File: src/rtl/ecci_pkg.sv
// Shared types for the ECC check-bit corruptor.
// Assumes a two-bit register select and a four-bit command layout.
package ecci_pkg;

    typedef enum logic [1:0] {
        SEL_MATCH  = 2'd0,
        SEL_IGNORE = 2'd1,
        SEL_FLIP   = 2'd2,
        SEL_CMD    = 2'd3
    } reg_sel_e;

    localparam int NUM_FIELDS = 4;   // column, row, bank, rank

    // Command bit positions within the command register write data
    localparam int CMD_ARM_BIT   = 0;
    localparam int CMD_RPT_BIT   = 1;
    localparam int CMD_HEN_BIT   = 2;
    localparam int CMD_HSEL_BIT  = 3;

    typedef struct packed {
        logic rpt;       // keep armed after an injection
        logic half_en;   // restrict to one half of the line
        logic half_sel;  // 0: first half, 1: second half
    } inj_mode_t;

endpackage

File: src/rtl/ecci_cfg_regs.sv
// Configuration registers and arming control.
// Holds the match pattern, the field-ignore mask, the ECC flip mask and the mode.
// Tracks the armed state and the sticky injection flag.
// Assumes ADDR_W <= REG_W and ECC_W <= REG_W.
// A register write in a cycle takes precedence over an injection in that cycle.
module ecci_cfg_regs
    import ecci_pkg::*;
#(
    parameter int REG_W  = 32,
    parameter int ADDR_W = 32,
    parameter int ECC_W  = 8
) (
    input  logic                  clk,
    input  logic                  rst_n,
    input  logic                  reg_wr_en,
    input  logic [1:0]            reg_sel,
    input  logic [REG_W-1:0]      reg_wdata,
    input  logic                  fire,
    output logic [ADDR_W-1:0]     match_val,
    output logic [NUM_FIELDS-1:0] ign_mask,
    output logic [ECC_W-1:0]      flip_mask,
    output inj_mode_t             mode,
    output logic                  armed,
    output logic                  inj_seen
);

    logic wr_match, wr_ign, wr_flip, wr_cmd;

    // Decode which register the current write targets
    always_comb begin
        wr_match = reg_wr_en && (reg_sel_e'(reg_sel) == SEL_MATCH);
        wr_ign   = reg_wr_en && (reg_sel_e'(reg_sel) == SEL_IGNORE);
        wr_flip  = reg_wr_en && (reg_sel_e'(reg_sel) == SEL_FLIP);
        wr_cmd   = reg_wr_en && (reg_sel_e'(reg_sel) == SEL_CMD);
    end

    // Store the configuration fields
    always_ff @(posedge clk) begin
        if (!rst_n) begin
            match_val <= '0;
            ign_mask  <= '0;
            flip_mask <= '0;
            mode      <= '0;
        end else begin
            if (wr_match) match_val <= reg_wdata[ADDR_W-1:0];
            if (wr_ign)   ign_mask  <= reg_wdata[NUM_FIELDS-1:0];
            if (wr_flip)  flip_mask <= reg_wdata[ECC_W-1:0];
            if (wr_cmd) begin
                mode.rpt      <= reg_wdata[CMD_RPT_BIT];
                mode.half_en  <= reg_wdata[CMD_HEN_BIT];
                mode.half_sel <= reg_wdata[CMD_HSEL_BIT];
            end
        end
    end

    // Armed state: set by the command, cleared by a config write or a one-shot firing
    always_ff @(posedge clk) begin
        if (!rst_n)                                armed <= 1'b0;
        else if (wr_cmd)                           armed <= reg_wdata[CMD_ARM_BIT];
        else if (wr_match || wr_ign || wr_flip)    armed <= 1'b0;
        else if (fire && !mode.rpt)                armed <= 1'b0;
    end

    // Sticky injection flag, cleared on each arming
    always_ff @(posedge clk) begin
        if (!rst_n)                                inj_seen <= 1'b0;
        else if (wr_cmd && reg_wdata[CMD_ARM_BIT]) inj_seen <= 1'b0;
        else if (fire)                             inj_seen <= 1'b1;
    end

    p_oneshot_disarm_r5: assert property (@(posedge clk) disable iff (!rst_n)
        (fire && !mode.rpt && !reg_wr_en) |=> !armed);

    p_repeat_holds_r6: assert property (@(posedge clk) disable iff (!rst_n)
        (armed && mode.rpt && !reg_wr_en) |=> armed);

    p_cfg_write_disarms_r8: assert property (@(posedge clk) disable iff (!rst_n)
        (reg_wr_en && reg_sel_e'(reg_sel) != SEL_CMD) |=> !armed);

    p_arm_clears_seen_r9: assert property (@(posedge clk) disable iff (!rst_n)
        (wr_cmd && reg_wdata[CMD_ARM_BIT]) |=> !inj_seen);

endmodule

File: src/rtl/ecci_addr_match.sv
// Maskable multi-field address comparator.
// The address and the pattern are packed as {rank, bank, row, col}, column in the low bits.
// A set ignore bit forces its field to match. Purely combinational.
module ecci_addr_match
    import ecci_pkg::*;
#(
    parameter int RANK_W = 3,
    parameter int BANK_W = 3,
    parameter int ROW_W  = 16,
    parameter int COL_W  = 10,
    parameter int ADDR_W = RANK_W + BANK_W + ROW_W + COL_W
) (
    input  logic [ADDR_W-1:0]     addr,
    input  logic [ADDR_W-1:0]     pattern,
    input  logic [NUM_FIELDS-1:0] ign,
    output logic                  hit
);

    localparam int F_LSB [NUM_FIELDS] = '{0, COL_W, COL_W + ROW_W, COL_W + ROW_W + BANK_W};
    localparam int F_WID [NUM_FIELDS] = '{COL_W, ROW_W, BANK_W, RANK_W};

    logic [NUM_FIELDS-1:0] fld_ok;

    for (genvar f = 0; f < NUM_FIELDS; f++) begin : g_field
        // One field comparator, overridden by its ignore bit
        assign fld_ok[f] = ign[f] ||
            (addr[F_LSB[f] +: F_WID[f]] == pattern[F_LSB[f] +: F_WID[f]]);
    end

    assign hit = &fld_ok;

endmodule

File: src/rtl/ecci_flip_stage.sv
// Output register stage that applies the flip mask to qualifying beats.
// Adds one cycle of latency. The companion data travels in a parallel pipeline elsewhere.
module ecci_flip_stage #(
    parameter int ECC_W = 8
) (
    input  logic             clk,
    input  logic             rst_n,
    input  logic             in_valid,
    input  logic [ECC_W-1:0] in_ecc,
    input  logic             corrupt,
    input  logic [ECC_W-1:0] flip_mask,
    output logic             out_valid,
    output logic [ECC_W-1:0] out_ecc,
    output logic             out_injected
);

    // Register the beat and XOR in the mask when it is to be corrupted
    always_ff @(posedge clk) begin
        if (!rst_n) begin
            out_valid    <= 1'b0;
            out_ecc      <= '0;
            out_injected <= 1'b0;
        end else begin
            out_valid    <= in_valid;
            out_ecc      <= corrupt ? (in_ecc ^ flip_mask) : in_ecc;
            out_injected <= in_valid && corrupt;
        end
    end

    p_inj_only_valid_r4: assert property (@(posedge clk) disable iff (!rst_n)
        out_injected |-> out_valid);

    p_flip_applied_r4: assert property (@(posedge clk) disable iff (!rst_n)
        (in_valid && corrupt) |=> (out_ecc == ($past(in_ecc) ^ $past(flip_mask))));

    p_clean_passthru_r2: assert property (@(posedge clk) disable iff (!rst_n)
        (in_valid && !corrupt) |=> (out_valid && !out_injected && out_ecc == $past(in_ecc)));

endmodule

File: src/rtl/ecc_inject_top.sv
// Address-matched ECC check-bit corruptor, top level.
// Compares each write beat's address against a maskable pattern.
// When armed and the beat qualifies, inverts the selected ECC bits one cycle later.
// Assumes BEATS is even; the upper half of the beat indices forms the second half of the line.
module ecc_inject_top
    import ecci_pkg::*;
#(
    parameter int REG_W  = 32,
    parameter int RANK_W = 3,
    parameter int BANK_W = 3,
    parameter int ROW_W  = 16,
    parameter int COL_W  = 10,
    parameter int ECC_W  = 8,
    parameter int BEATS  = 4,
    parameter int BEAT_W = $clog2(BEATS)
) (
    input  logic              clk,
    input  logic              rst_n,
    input  logic              reg_wr_en,
    input  logic [1:0]        reg_sel,
    input  logic [REG_W-1:0]  reg_wdata,
    input  logic              wr_valid,
    input  logic [RANK_W-1:0] wr_rank,
    input  logic [BANK_W-1:0] wr_bank,
    input  logic [ROW_W-1:0]  wr_row,
    input  logic [COL_W-1:0]  wr_col,
    input  logic [BEAT_W-1:0] wr_beat,
    input  logic [ECC_W-1:0]  wr_ecc,
    output logic              out_valid,
    output logic [ECC_W-1:0]  out_ecc,
    output logic              out_injected,
    output logic              inj_seen
);

    localparam int ADDR_W = RANK_W + BANK_W + ROW_W + COL_W;

    logic [ADDR_W-1:0]     match_val;
    logic [NUM_FIELDS-1:0] ign_mask;
    logic [ECC_W-1:0]      flip_mask;
    inj_mode_t             mode;
    logic                  armed;
    logic                  addr_hit;
    logic                  half_ok;
    logic                  corrupt;
    logic                  fire;
    logic [ADDR_W-1:0]     beat_addr;

    assign beat_addr = {wr_rank, wr_bank, wr_row, wr_col};

    ecci_cfg_regs #(.REG_W(REG_W), .ADDR_W(ADDR_W), .ECC_W(ECC_W)) u_regs (
        .clk       (clk),
        .rst_n     (rst_n),
        .reg_wr_en (reg_wr_en),
        .reg_sel   (reg_sel),
        .reg_wdata (reg_wdata),
        .fire      (fire),
        .match_val (match_val),
        .ign_mask  (ign_mask),
        .flip_mask (flip_mask),
        .mode      (mode),
        .armed     (armed),
        .inj_seen  (inj_seen)
    );

    ecci_addr_match #(
        .RANK_W(RANK_W), .BANK_W(BANK_W), .ROW_W(ROW_W), .COL_W(COL_W), .ADDR_W(ADDR_W)
    ) u_match (
        .addr    (beat_addr),
        .pattern (match_val),
        .ign     (ign_mask),
        .hit     (addr_hit)
    );

    // Half-line qualifier: the beat index MSB selects the half
    always_comb begin
        half_ok = !mode.half_en || (wr_beat[BEAT_W-1] == mode.half_sel);
        corrupt = armed && addr_hit && half_ok;
        fire    = wr_valid && corrupt;
    end

    ecci_flip_stage #(.ECC_W(ECC_W)) u_flip (
        .clk          (clk),
        .rst_n        (rst_n),
        .in_valid     (wr_valid),
        .in_ecc       (wr_ecc),
        .corrupt      (corrupt),
        .flip_mask    (flip_mask),
        .out_valid    (out_valid),
        .out_ecc      (out_ecc),
        .out_injected (out_injected)
    );

    p_ignore_all_hits_r3: assert property (@(posedge clk) disable iff (!rst_n)
        (ign_mask == '1) |-> addr_hit);

    p_seen_follows_inj_r9: assert property (@(posedge clk) disable iff (!rst_n)
        out_injected |-> inj_seen);

endmodule

File: config.mk
export PLATFORM = sky130hd
export DESIGN_NAME = ecc_inject_top
export DESIGN_NICKNAME = d
export VERILOG_FILES = /design/src/rtl/ecci_pkg.sv /design/src/rtl/ecci_cfg_regs.sv /design/src/rtl/ecci_addr_match.sv /design/src/rtl/ecci_flip_stage.sv /design/src/rtl/ecc_inject_top.sv
export SDC_FILE = /design/constraint.sdc
export NUM_CORES = 1
export LEC_CHECK = 0
export ABC_AREA = 0
export BUFFER_PORTS_ARGS = -buffer_cell sky130_fd_sc_hd__buf_2
export CAP_MARGIN = 20
export CORE_MARGIN = 4
export CORE_UTILIZATION = 42
export CTS_CLUSTER_DIAMETER = 30
export DETAILED_ROUTE_END_ITERATION = 8
export PLACE_DENSITY = 0.69
export RECOVER_POWER = 100
export SLEW_MARGIN = 40
export SYNTH_ARGS = -nofsm -noshare
export SYNTH_HDL_FRONTEND = slang
export SYNTH_SLANG_ARGS = --single-unit
File: constraint.sdc
create_clock -name clk -period 2.4 [get_ports clk]
set_clock_uncertainty 0.1 [all_clocks]
set_input_delay 0.12 -clock clk [delete_from_list [all_inputs] [get_ports clk]]
set_output_delay 0.12 -clock clk [all_outputs]
set_load 0.005 [all_outputs]
==> results.toml, run 1 <==
[setup_path]
path_class = "reg -> reg"
cp.arrival_ps = 2360
cp-end-kind = "register"
startpoint_type = "register"
required_ps = 2570
critical_path.max_fanout = 9
path_cells = "xor2_1 -> nor4_1 -> a41oi_2 -> nor4b_1 -> mux2i_1"
crit_path_max_incr_delay_ps = 480
crit_slowest_cell = "nor4b_1"

[cts]
path_clk_slew_ps = 70
cts_tree = "done"
cts_buffer_depth = 2
cts_max_level = 3
cts_root_buf = "clkbuf_8"
clk_latency_ps = 330
cts_setup_buffers = 0
cts.sinks = 59
numCtsBuffers = 9

[floorplanning]
fp.coreArea_um2 = 6060
fp.dieArea_um2 = 7760
fp-row-count = 28
ios = 91
initial_core_util_pct = 44.5
die_h_um = 88.1
die_x_um = 88.1

[power_and_ir_drop]
p_int_mw = 1.94
power.switching_uw = 521
powerDensity_nw_per_um2 = 641
seq_power_share_pct = 41.9
leakage_nw = 1.68
switching_share_pct = 21.1
clockPowerShare_pct = 46.8
ir_drop_v = 0.000455
combPwrFrac_pct = 11.3

[finish]
nets = 501
utilization_pct = 63.5
final_layout_size_suffix_gt1_share_pct = 24.4
antenna_cells = 0
syn2layout_area_growth_pct = 42.9
final_cell_mix = "78 x buf_2, 73 x nand2_1, 59 x dfxtp_1, 40 x dlygate4sd3_1, 32 x a21boi_0"
final_common_cell = "buf_2"

[detailed_routing]
drt-vias-per-instance = 4.76
initialDrtViolationCount = 92
routed_wl_um = 6720
antenna_left = 0
route.detailed.drc = 0
via_count = 2387
drt_pre_antenna_iters = 4
wire_per_inst_um = 13.4

[timing]
fmax_ghz = 0.456
rsz0062_at_grt = "no"
max-slew-margin-rel_pct = -2.57
setup_tns_ps = 0
period_needed_ps = 2190
finalCritPeriodShare_pct = 91.4
worstMarginPinSlew_ps = 1540
setup-violations-final = 0
maxSlewViolCount = 44
hold_viol = 0

[min_path]
hold_path.class = "in -> reg"

[run]
drv_cap = 1

[place]
io_buffers = 89
gp_congestion = 0.748
place_hpwl_um = 4420

[global_route]
grtUsageTotal_pct = 18.3
grt_pass1_wl_um = 10900
antenna_found_initial = 0
grt_overflow_total = 0
grt_pass1_vias = 2402
grt_start_max_net_pins = 44

[synthesis]
synth.cell_area_um2 = 2700
synth.distinct_cells = 27
yosys_register_bits = 59
yosys_warnings = 0
syn-num-nets = 373
avgSynthCellArea_um2 = 9.20
netlist_instances = 293
seq_area_frac_synth_pct = 43.8

[status]
status = "complete, but fails checks"
violations = "capacitance limit, slew limit"
[cell usage after synthesis]
| master | number | area, um2 |
|---|---|---|
| nor4_2 | 2 | 25.0 |
| nor4_1 | 4 | 25.0 |
| dfxtp_1 | 59 | 1180 |
| nor3b_1 | 1 | 7.51 |
| a21boi_0 | 32 | 240 |
| clkbuf_1 | 15 | 56.3 |
| inv_1 | 2 | 7.51 |
| o21ai_0 | 1 | 5.00 |
| xor2_1 | 31 | 272 |
| a32o_1 | 1 | 10.0 |
| nor2b_1 | 15 | 93.8 |
| a41oi_2 | 2 | 32.5 |
| nand4_1 | 1 | 6.26 |
| nor3_1 | 3 | 15.0 |
| nand2b_1 | 8 | 50.1 |
| mux2i_1 | 23 | 230 |
| nand2_1 | 73 | 274 |
| a21oi_1 | 1 | 5.00 |
| xnor2_1 | 2 | 17.5 |
| nand3_1 | 1 | 5.00 |
| nor4b_1 | 8 | 70.1 |
| and2_1 | 2 | 12.5 |
| or3b_2 | 1 | 8.76 |
| nand3b_1 | 2 | 15.0 |
| and3_1 | 1 | 6.26 |
| a41oi_1 | 1 | 8.76 |
| o221ai_2 | 1 | 15.0 |
[metrics by stage]
step                      std cells  power (mW)  setup WS (ps)  hold WS [ps]  cell area, um2
after floorplan                 293        1.17            621           150            2700
after global placement          445        1.28            268           263            3210
after detailed placement        445        1.28            187           272            3210
after CTS                       501        2.49            180          8.57            3870
after global routing            501        2.57           14.9          25.6            3850
final                           501        2.47            206          26.6            3850
[critical path, delay by kind of cell (launching register included)]
family | cells | cell delay [ps]
AO/OA/AOI/OAI | 1 | 380
multiplexers | 1 | 220
XOR/XNOR | 1 | 150
AND/OR/NAND/NOR | 2 | 950
flip-flops | 1 | 320
[layout make-up]
cell class / instances / area (um2)
flip-flops and latches: 59 / 1180
clock inverters: 4 / 95.1
clock buffers: 12 / 165
multi-input cells: 217 / 1460
inverters: 2 / 7.51
fillers: 521 / 2210
well taps: 75 / 93.8
repair buffers: 132 / 852
[repair_timing]
action,4_1_cts,5_1_grt
hold buffers,40,0
hold endpoints to repair,47,0
resized for setup,0,0
[registers in the layout, indices dropped and copies added, names as in the netlist]
signal / flops
u_flip.out_valid: 1
u_regs.flip_mask: 8
u_flip.out_injected: 1
u_regs.armed: 1
u_regs.match_val: 32
u_regs.ign_mask: 4
u_flip.out_ecc: 8
u_regs.mode: 3
u_regs.inj_seen: 1
[worst paths after layout]
| path | start | end | slack [ps] | depth (start not counted) |
|---|---|---|---|---|
| setup reg to reg | u_regs.match_val[23] | u_flip.out_ecc[4] | 210 | 5 |
| setup / recovery | u_regs.match_val[23] | u_flip.out_ecc[4] | 210 | 5 |
| hold reg to reg | u_regs.match_val[6] | u_regs.match_val[6] | 380 | 2 |
| hold / removal | reg_wdata[0] | u_regs.match_val[0] | 30 | 3 |
[power by group through the flow]
stage	Combinational [mW]	Sequential, mW	Clock, mW
after floorplan	0.121	1.05	0
after global placement	0.226	1.05	0
after detailed placement	0.230	1.05	0
after CTS	0.281	1.03	1.18
after global routing	0.310	1.04	1.22
final	0.279	1.03	1.16
[layer usage]
layer	routed length, um	part of all wire [%]	vias up	global-route usage (%)
met5	0	0	-	0
met4	106	1.6	0	7.42
met3	306	4.6	11	3.10
met2	3260	48	58	30.7
met1	3050	45	1079	23.4
li1	-	-	1239	-
[cells by family (layout without fill, tap and decap cells)]
family,after synthesis,after routing,share of synthesized area (%)
AOI/OAI and AO/OA,39,39,11.7
xor gates and xnor gates,33,33,10.7
buffers and inverters,17,150,2.37
DFF,59,59,43.8
muxes,23,23,8.54
and+or+nand+nor,122,122,22.8
Power figures use the tool's default switching activity.
==> run 2: changes to the inputs <==
- CTS_BUF_LIST: default -> sky130_fd_sc_hd__clkbuf_16
- SLEW_MARGIN: 40 -> 20
==> run 2 against run 1 <==
The run still ends with capacitance limit, slew limit left. Setup slack worse by 45 ps. Largest power group unchanged. Die area unchanged. Non-clock buffer count is 3 lower. Critical path depth is the same. Count of clock-buffer cells in the layout shrank 3. Flip-flop and latch count is the same. Highest routed layer unchanged. Combinational power barely moved. Total power up 11%. Critical endpoint is now u_flip.out_ecc[0]. Sequential power about the same. Core utilization increased by 0.78 points. Sequential share of layout area down 0.37 points.
==> results.toml, run 2 (synthesis gave the netlist of run 1 again) <==
[finish]
multi_input_area_um2 = 1460
largest_reg_flops = 32
top_register = "u_regs.match_val"
register_area_um2 = 1180
largest_registers = "u_regs.match_val x32, u_flip.out_ecc x8, u_regs.flip_mask x8"
fin_area_um2 = 3900
final_cell_mix = "83 x buf_2, 73 x nand2_1, 59 x dfxtp_1, 37 x dlygate4sd3_1, 32 x a21boi_0"
final_layout_size_suffix_gt1_share_pct = 25.1
layoutNonFillerInstCount = 498
antenna_cells = 0
final_common_cell = "buf_2"
nets = 498
syn2layout_area_growth_pct = 44.6
fillCellCount = 510

[power_and_ir_drop]
power.switching_uw = 571
clockPowerShare_pct = 52.2
ir_drop_v = 0.000489
combPwrFrac_pct = 10.1
seq_power_share_pct = 37.7
leakage_nw = 1.71
p_int_mw = 2.17
powerDensity_nw_per_um2 = 704
switching_share_pct = 20.8

[floorplanning]
die_h_um = 88.1
fp.dieArea_um2 = 7760
fp.coreArea_um2 = 6060
ios = 91
die_x_um = 88.1
fp-row-count = 28
initial_core_util_pct = 44.5

[cts]
cts.sinks = 59
cts_tree = "done"
clk_latency_ps = 320
cts_max_level = 3
cts_root_buf = "clkbuf_16"
path_clk_slew_ps = 50
cts_buffer_depth = 2
numCtsBuffers = 9
cts_resized = 0

[setup_path]
crit_path_max_incr_delay_ps = 510
path_class = "reg -> reg"
required_ps = 2550
timing.rr.start = "u_regs.match_val[23]"
path_cells = "xor2_1 -> nor4_1 -> a41oi_2 -> nor4b_1 -> mux2i_1"
reg2reg_depth = 5
startpoint_type = "register"
reg2reg_slack_ps = 160
critical_path.max_fanout = 9
cp-end-kind = "register"
cp.arrival_ps = 2390
r2r-end = "u_flip.out_ecc[0]"
crit_slowest_cell = "nor4b_1"

[run]
drv_cap = 1

[timing]
period_needed_ps = 2240
maxSlewViolCount = 44
setup_tns_ps = 0
hold_viol = 0
rsz0062_at_grt = "no"
max-slew-margin-rel_pct = -6.35
fin_hold_ws_ps = 9.30
fmax_ghz = 0.447
setup-violations-final = 0
finalCritPeriodShare_pct = 93.3
worstMarginPinSlew_ps = 1600

[min_path]
hold_path.class = "in -> reg"
hold_end = "u_regs.match_val[2]"
hp-start = "reg_wdata[2]"
worstHoldPathCells = 3

[detailed_routing]
antenna_left = 0
drt_pre_antenna_iters = 4
initialDrtViolationCount = 96
drt-vias-per-instance = 4.81
route.detailed.drc = 0
via_count = 2397
wire_per_inst_um = 13.9
routed_wl_um = 6900

[place]
gp_congestion = 0.748
place_area_um2 = 3210
place_hpwl_um = 4420
io_buffers = 89
place_inst = 445

[global_route]
grt_overflow_total = 0
grt_start_max_net_pins = 44
grt_pass1_vias = 2401
grtUsageTotal_pct = 18.9
antenna_found_initial = 0
grt_pass1_wl_um = 11100

[status]
violations = "capacitance limit, slew limit"
status = "complete, but fails checks"
run 2: changes by cell type in the layout (fill, tap and decap cells not counted), sizes merged:
cell	change
clkbuf	-8
buf	+5
clkinv	+3
dlygate4sd3	-3
run 2: worst max path at each step:
stage	start	endpoint	slack (ps)	depth (start not counted)
floorplan	u_regs.match_val[15]	u_flip.out_ecc[0]	620	5
global placement	u_regs.match_val[23]	u_flip.out_ecc[7]	270	5
detailed placement	u_regs.match_val[23]	u_flip.out_ecc[0]	190	5
CTS	u_regs.match_val[23]	u_flip.out_ecc[0]	150	5
global route	u_regs.match_val[23]	u_flip.out_ecc[6]	10	5
finish	u_regs.match_val[23]	u_flip.out_ecc[0]	160	5
run 2: through the flow:
stage / setup WS, ps / util [%] / power (mW)
2_1_floorplan: 621 / - / 1.17
3_3_place_gp: 268 / 52.9 / 1.28
3_5_place_dp: 187 / 52.9 / 1.28
4_1_cts: 147 / 64.5 / 2.76
5_1_grt: 11.2 / 64.3 / 2.84
6_report: 161 / 64.3 / 2.74
run 2: metal layers:
| metal | global-route usage, % | vias to the layer above | wire length, um |
|---|---|---|---|
| li1 | - | 1233 | - |
| met1 | 23.2 | 1088 | 3040 |
| met2 | 31.4 | 61 | 3320 |
| met3 | 3.57 | 15 | 366 |
| met4 | 10.3 | 0 | 172 |
| met5 | 0 | - | 0 |
run 2: power by group through the flow:
stage	logic [mW]	registers, mW	clock network, mW
6_report	0.277	1.03	1.43
5_1_grt	0.308	1.04	1.49
4_1_cts	0.278	1.03	1.45
3_5_place_dp	0.230	1.05	0
3_3_place_gp	0.226	1.05	0
2_1_floorplan	0.121	1.05	0
run 2: worst max-delay path, delay by kind of cell (launching register included):
kind / cells / cell delay, ps
xor+xnor: 1 / 150
mux: 1 / 230
compound gates: 1 / 390
flops: 1 / 310
simple gates: 2 / 980
run 2: final cells by class:
cell class / count / area share, %
multi-input combinational: 217 / 37.3
clock inverter: 7 / 2.73
inverter: 2 / 0.193
timing repair buffer: 129 / 21.3
sequential: 59 / 30.3
clock buffer: 9 / 5.78
tap: 75 / 2.41
run 2: what timing repair did:
| item | in CTS | in global routing |
|---|---|---|
| hold endpoints to repair | 40 | 0 |
| hold buffers | 37 | 0 |
| buffers inserted | 0 | 0 |
